[config.mk]
export PLATFORM = sky130hd
export DESIGN_NAME = cs_decoder
export DESIGN_NICKNAME = d
export VERILOG_FILES = /design/src/rtl/cs_decoder.sv
export SDC_FILE = /design/constraint.sdc
export NUM_CORES = 1
export LEC_CHECK = 0
export BUFFER_PORTS_ARGS = -buffer_cell sky130_fd_sc_hd__buf_2
export CORE_MARGIN = 2
export CORE_UTILIZATION = 55
export DETAILED_ROUTE_END_ITERATION = 10
export PLACE_DENSITY = 0.83
export SLEW_MARGIN = 20
export SYNTH_ARGS = -nofsm -noshare
export SYNTH_HDL_FRONTEND = slang
export SYNTH_SLANG_ARGS = --single-unit
[constraint.sdc]
create_clock -name clk -period 2.8 [get_ports clk]
set_input_delay 0.14 -clock clk [delete_from_list [all_inputs] [get_ports clk]]
set_output_delay 0.14 -clock clk [all_outputs]
set_load 0.005 [all_outputs]
[src/rtl/cs_decoder.sv]
module cs_decoder #(
  parameter int NCS = 8,
  parameter int AW = 32,
  parameter bit ALLOW_256 = 1'b0,
  parameter int IW = $clog2(NCS)
) (
  input  logic           clk,
  input  logic           rst_n,
  input  logic           wr_en,
  input  logic [IW-1:0]  wr_idx,
  input  logic [31:0]    wr_data,
  input  logic [IW-1:0]  rd_idx,
  output logic [31:0]    rd_data,
  input  logic [AW-1:0]  addr,
  output logic [NCS-1:0] cs_sel,
  output logic           hit,
  output logic           multi_hit,
  output logic [27:0]    offset,
  output logic [NCS-1:0] cfg_err
);
  localparam logic [11:0] WMASK = 12'hF7F;
  localparam logic [11:0] RST_WORD = 12'hF00;
  localparam int VBIT = 6;

  logic [NCS-1:0][11:0] cfg_q;
  logic [NCS-1:0] match;
  logic [IW-1:0] win;

  always_ff @(posedge clk) begin
    if (!rst_n) begin
      for (int i = 0; i < NCS; i++)
        cfg_q[i] <= (i == 0) ? (RST_WORD | 12'(1 << VBIT)) : RST_WORD;
    end else if (wr_en) begin
      cfg_q[wr_idx] <= wr_data[11:0] & WMASK;
    end
  end

  for (genvar g = 0; g < NCS; g++) begin : g_cs
    wire [3:0] m = cfg_q[g][11:8];
    wire [5:0] cmp = {2'b11, m};
    assign match[g] = cfg_q[g][VBIT] && ((addr[29:24] & cmp) == (cfg_q[g][5:0] & cmp));
    assign cfg_err[g] = !(m == 4'h8 || m == 4'hC || m == 4'hE || m == 4'hF)
                        && !(ALLOW_256 && m == 4'h0);
  end

  always_comb begin
    cs_sel = '0;
    win = '0;
    for (int i = NCS - 1; i >= 0; i--) begin
      if (match[i]) begin
        cs_sel = '0;
        cs_sel[i] = 1'b1;
        win = IW'(i);
      end
    end
  end

  assign hit = |match;
  assign multi_hit = (match & (match - 1'b1)) != '0;
  assign offset = hit ? {addr[27:24] & ~cfg_q[win][11:8], addr[23:0]} : 28'h0;
  assign rd_data = {20'h0, cfg_q[rd_idx]};
endmodule

# After elaboration in Yosys (flattened, before gate mapping)
# Cells that the tools add are included.
[word_totals]
elab_cells = 139
inputBits = 73
output_inout_bits = 78
register_bits = 96
[op_classes]
eq_ne = 40
n_lt_le_gt_ge = 4
bitwise = 19
n_mux = 24
n_addsub = 1
n_reduce_logical = 43
[ops]
columns = ["cell", "n"]
rows = [
  ["$eq 4x4->1 const B", 32],
  ["$and 6x6->6", 16],
  ["$bwmux 96", 1],
  ["$bmux 12 s3", 2],
  ["$mux 8", 8],
  ["$eq 6x6->1", 8],
  ["$demux 12 s3", 1],
  ["$mux 12", 3],
  ["$mux 28", 1],
  ["$logic_or 1x1->1", 24],
  ["$mux 3", 8],
  ["$lt 3x4->1 const B", 3],
  ["$logic_and 1x1->1", 9],
  ["$and 8x8->8", 1],
  ["$logic_not 1->1", 8],
  ["$reduce_bool 8->1", 1],
  ["$reduce_or 8->1", 1],
  ["$sub 8x1->8 const B", 1],
  ["$and 4x4->4", 1],
  ["$not 4->4", 1],
  ["$ge 3x1->1 const B", 1],
]

# Longest topological paths before layout
[depth]
word_depth = 16
depth_mapped = 10
ltp_nobuf = 8

# Least setup slack after synthesis
# No wires, ideal clock.
[synth_timing]
path_type = "register to output"
from = "register cfg_q[24] in the netlist's numbering"
to = "output port offset[24]"
required_ns = 2.660
path_stages_with_launch = 9
path_buffers = 1
slack_ns = 0.785
arrival_ns = 1.875
cell_sequence = "dfxtp_1 > xor2_2 > a22oi_2 > and4_4 > buf_8 > a211oi_4 > a21oi_4 > mux2i_1 > nor4b_2"
[synth_between]
elab_chain_len = 11
elab_cells_between_ends = 12
cone_classes = "eq/ne (1); mux (6); bitwise (3); reduce/logical (2)"
[synth_rtl]
columns = ["element", "line_no", "source"]
rows = [
  ["start, declared", "25", "logic [NCS-1:0][11:0] cfg_q;"],
  ["start signal, assigned by index", "32", "cfg_q[i] <= (i == 0) ? (RST_WORD | 12'(1 << VBIT)) : RST_WORD;"],
  ["start signal, assigned by index", "34", "cfg_q[wr_idx] <= wr_data[11:0] & WMASK;"],
  ["$and 6x6->6 *", "41", "assign match[g] = cfg_q[g][VBIT] && ((addr[29:24] & cmp) == (cfg_q[g][5:0] & cmp));"],
  ["$eq 6x6->1 *", "41", ""],
  ["$logic_and 1x1->1 *", "41", ""],
  ["$mux 3 (3 in a row)", "50", "if (match[i]) begin"],
  ["$bmux 12 s3", "60", "assign offset = hit ? {addr[27:24] & ~cfg_q[win][11:8], addr[23:0]} : 28'h0;"],
  ["$mux 12 (not written as such)", "60", ""],
  ["$not 4->4", "60", ""],
  ["$and 4x4->4", "60", ""],
  ["$mux 28 *", "60", ""],
  ["end, declared", "18", "output logic [27:0] offset,"],
]
# Every way passes the cells marked *; elsewhere a longest branch is shown, timed or not. The select of a mux whose other input is x is not followed.

# Worst setup path after layout
[layout_timing]
from = "register cfg_q[38] in the netlist's numbering"
to = "output port offset[24]"
[layout_between]
elab_chain_len = 12
elab_cells_between_ends = 13
cone_classes = "eq/ne (1); mux (7); bitwise (3); reduce/logical (2)"
[layout_rtl]
columns = ["element", "line_no"]
rows = [
  ["$and 6x6->6 *", "41"],
  ["$eq 6x6->1 *", "41"],
  ["$logic_and 1x1->1 *", "41"],
  ["$mux 3 (4 in a row)", "50"],
  ["$bmux 12 s3", "60"],
  ["$mux 12 (not written as such)", "60"],
  ["$not 4->4", "60"],
  ["$and 4x4->4", "60"],
  ["$mux 28 *", "60"],
]
# Marks and branches as above.

==> metrics.md <==
| Metric | Value |
|---|---|
| Hold Startpoint | `wr_data[0]` |
| Clk_skew | `0 ps` |
| Gpl congestion | `0.972` |
| Yosys warns | `0` |
| Fin Setup TNS | `0 ps` |
| Via/cell ratio | `6.08` |
| H-tree Lvls | `3` |
| Worst hold-check path type | `primary input to flop` |
| Min Tclk post-route | `2800 ps` |
| Post-synthesis sequential area ratio | `30.1%` |
| FF-to-FF setup slack | `1930 ps` |
| Status | `completed` |
| Overall power | `0.00276 W` |
| Critical R2R Launch | `cfg_q[21]` |
| CTS Buf Count | `9` |
| Global-route wire length before repair | `27000 um` |
| # fillers | `876` |
| DR vias | `5626` |
| Synth Flop Type | `dfxtp_1` |
| Die height | `107 um` |
| Vias in the first global route | `5134` |
| Worst Hold Path EP | `cfg_q[0]` |
| Port Buffers | `106` |
| Max stage delay on crit path | `450 ps` |
| Crit-path cells | `xor2_1 > a22oi_2 > nand4_4 > a211oi_4 > a21oi_4 > buf_12 > mux2i_1 > nor4b_2 > buf_2` |
| Worst reg-to-reg path cell count | `2` |
| I/O pins | `151` |
| Max_slew headroom | `27.8%` |
| Crit path max fanout | `8` |
| Pleak | `3.01 nW` |
| Fin. max-slew vios | `0` |
| Share of cells above drive strength 1 | `28.3%` |
| Setup CP Type | `flop to output port` |
| Grt ovf | `0` |
| Synth cell count leaders | `nand2_1, dfxtp_1, a21boi_0` |
| # rows | `37` |
| WP buf/inv | `2` |
| DRC viols | `0` |
| Critical-path top delay cell | `a211oi_4` |
| Skew-Pair Late Insertion Delay | `370 ps` |
| Pin count of the biggest net entering global routing | `48` |
| F_max | `357 MHz` |
| Min-Delay Path Depth | `3` |
| Footprint of the multi-input gates | `0.00375 mm^2` |
| Layout area overhead | `13.9%` |
| Top cells by area, synth | `dfxtp_1, nand2_1, mux4_2` |
| Area leader, netlist | `dfxtp_1` |
| N_diodes | `0` |
| Routed wire length per instance | `19.8 um` |
| Fin crit share | `100%` |
| Worst ir drop on vdd | `0.286 mV` |
| Top-area cell type share of the netlist area | `30.1%` |
| Post-Syn Instances | `702` |
| Cts hold-fix bufs | `0` |
| Worst-Margin Slew | `1080 ps` |
| Pwr dens | `414 mW/mm^2` |
| Setup violators final | `0` |
| TritonCTS clock tree | `done` |
| Synth Register Bits | `88` |
| Synth cell types | `49` |
| Drt initial violations | `506` |
| Clk sink count | `88` |
| Startpoint type of the worst setup path | `flop` |
| Layout net count | `859` |
| Final Hold Vio Count | `0` |
| Post-DP HPWL | `13000 um` |
| Syn_area_per_cell | `8.33 um^2` |
| Top cell family by delay on the critical path | `compound AO/OA/AOI/OAI gates` |
| Cell area after technology mapping | `0.00585 mm^2` |
| Clock Pin Slew Worst Setup and Hold Paths | `90 ps` |
| Initial antenna violation count | `0` |
| Initial Util | `56.7%` |
| Critical Path RT | `2660 ps` |
| Largest register FFs | `88` |
| WP data arrival | `2660 ps` |
| Largest register by flop count | `cfg_q` |
| Remaining antenna violation count | `0` |
| Largest registers in the final layout | `cfg_q: 88 flops` |
| Die span in x | `107 um` |
| Routed WL | `18300 um` |
| Critical Path Sink Type | `output port` |
| Reg2reg end | `cfg_q[21]` |
| Deepest clock path buffer count | `2` |
| RSZ-0062 raised after global routing | `true` |
| Async SR Flop Fraction | `0%` |
| CTS Root Buffer Type | `clkbuf_8` |
| Total of max-cap violations | `0` |
| Die area | `0.0115 mm^2` |
| Total iterations of the first detailed-routing run | `7` |
| Top-count cell post-synth | `nand2_1` |
| Core area | `0.0103 mm^2` |
| Number of flops mapped to enable cells by yosys | `0` |
| GRT Overall Usage | `31.2%` |
| Register area | `0.00177 mm^2` |
layout by cell type, fill, tap and decap left out, types with 2 or more instances in the layout:
cell type	n
and2_1	26
buf_2	106
o21ai_0	9
mux2_2	11
nor2b_1	4
nor2_2	3
nand4_2	2
nor2_1	14
dfxtp_2	7
nand3_1	50
nor4b_2	4
a22oi_1	8
bufinv_16	3
and4_2	2
and4_1	2
conb_1	21
nand4_4	2
buf_4	21
a211oi_4	2
a22oi_2	8
clkbuf_8	9
o2111ai_1	8
mux4_2	22
a211o_2	4
o211ai_1	4
dfxtp_1	81
a21boi_0	55
nand2b_1	3
xor2_2	4
inv_1	4
buf_12	2
maj3_1	2
nand2_1	204
nor3_1	4
mux2i_1	8
and4_4	2
nand4_1	10
xor2_1	44
worst min-delay path, cell delays in order:
cell and delay (ps):
buf_2 160, nand2_1 70, a21boi_0 60
how the worst max path moves through the flow:
stage	startpoint	endpoint	slack, ps	cells after the start
floorplan	cfg_q[24]	offset[24]	780	8
global placement	addr[27]	offset[25]	350	10
detailed placement	addr[27]	offset[25]	280	10
CTS	cfg_q[74]	offset[27]	30	8
global route	cfg_q[37]	offset[27]	-80	9
finish	cfg_q[38]	offset[24]	1	9
stage by stage:
stage / hold slack (ps) / worst slack (ps) / instances / utilization [%] / area, um^2
3_5_place_dp: 484 / 278 / 896 / 60.3 / 6230
4_1_cts: 89.3 / 25.6 / 912 / 62.9 / 6490
2_1_floorplan: 378 / 785 / 722 / - / 5930
3_3_place_gp: 470 / 350 / 896 / 60.3 / 6230
6_report: 94.1 / 0.960 / 925 / 64.6 / 6670
5_1_grt: 103 / -84.1 / 925 / 64.6 / 6670
metal layers:
layer	track usage (%)	up-vias	part of all wire (%)
met5	0	-	0
met4	15.2	0	4.3
met3	8.33	68	12
met2	49.0	393	46
met1	39.6	2639	37
li1	-	2526	-
cell type report:
cell class | instances | area share, %
clock buffers | 10 | 1.91
clock inverters | 4 | 1.43
inverters | 5 | 0.357
multi-input cells | 553 | 56.3
flip-flops and latches | 88 | 26.6
well taps | 136 | 2.55
repair buffers | 129 | 10.9
cells by family after synthesis:
| group | Yosys count | share of synthesized area [%] |
|---|---|---|
| and+or+nand+nor | 337 | 27.3 |
| AOI/OAI and AO/OA | 104 | 14.6 |
| DFF | 88 | 30.1 |
| buffers and inverters | 81 | 8.23 |
| xor gates and xnor gates | 48 | 7.44 |
| muxes | 41 | 12.0 |
| adders and majority gates | 2 | 0.342 |
| other | 1 | 0.0641 |
power by group:
| part | total [W] | switching, W | leakage [nW] | internal (W) |
|---|---|---|---|---|
| clock | 0.00103 | 0.000446 | 0.112 | 0.000582 |
| combinational | 0.000398 | 0.000235 | 2.18 | 0.000163 |
| sequential | 0.00133 | 0.0000488 | 0.718 | 0.00128 |
| total | 0.00276 | 0.000730 | 3.01 | 0.00203 |
timing repair:
item                       CTS  global route
resized for setup            5            16
setup buffers                2            13
setup endpoints to repair   14             5
pin swaps                    2            14
(Power assumes the default switching activity.)
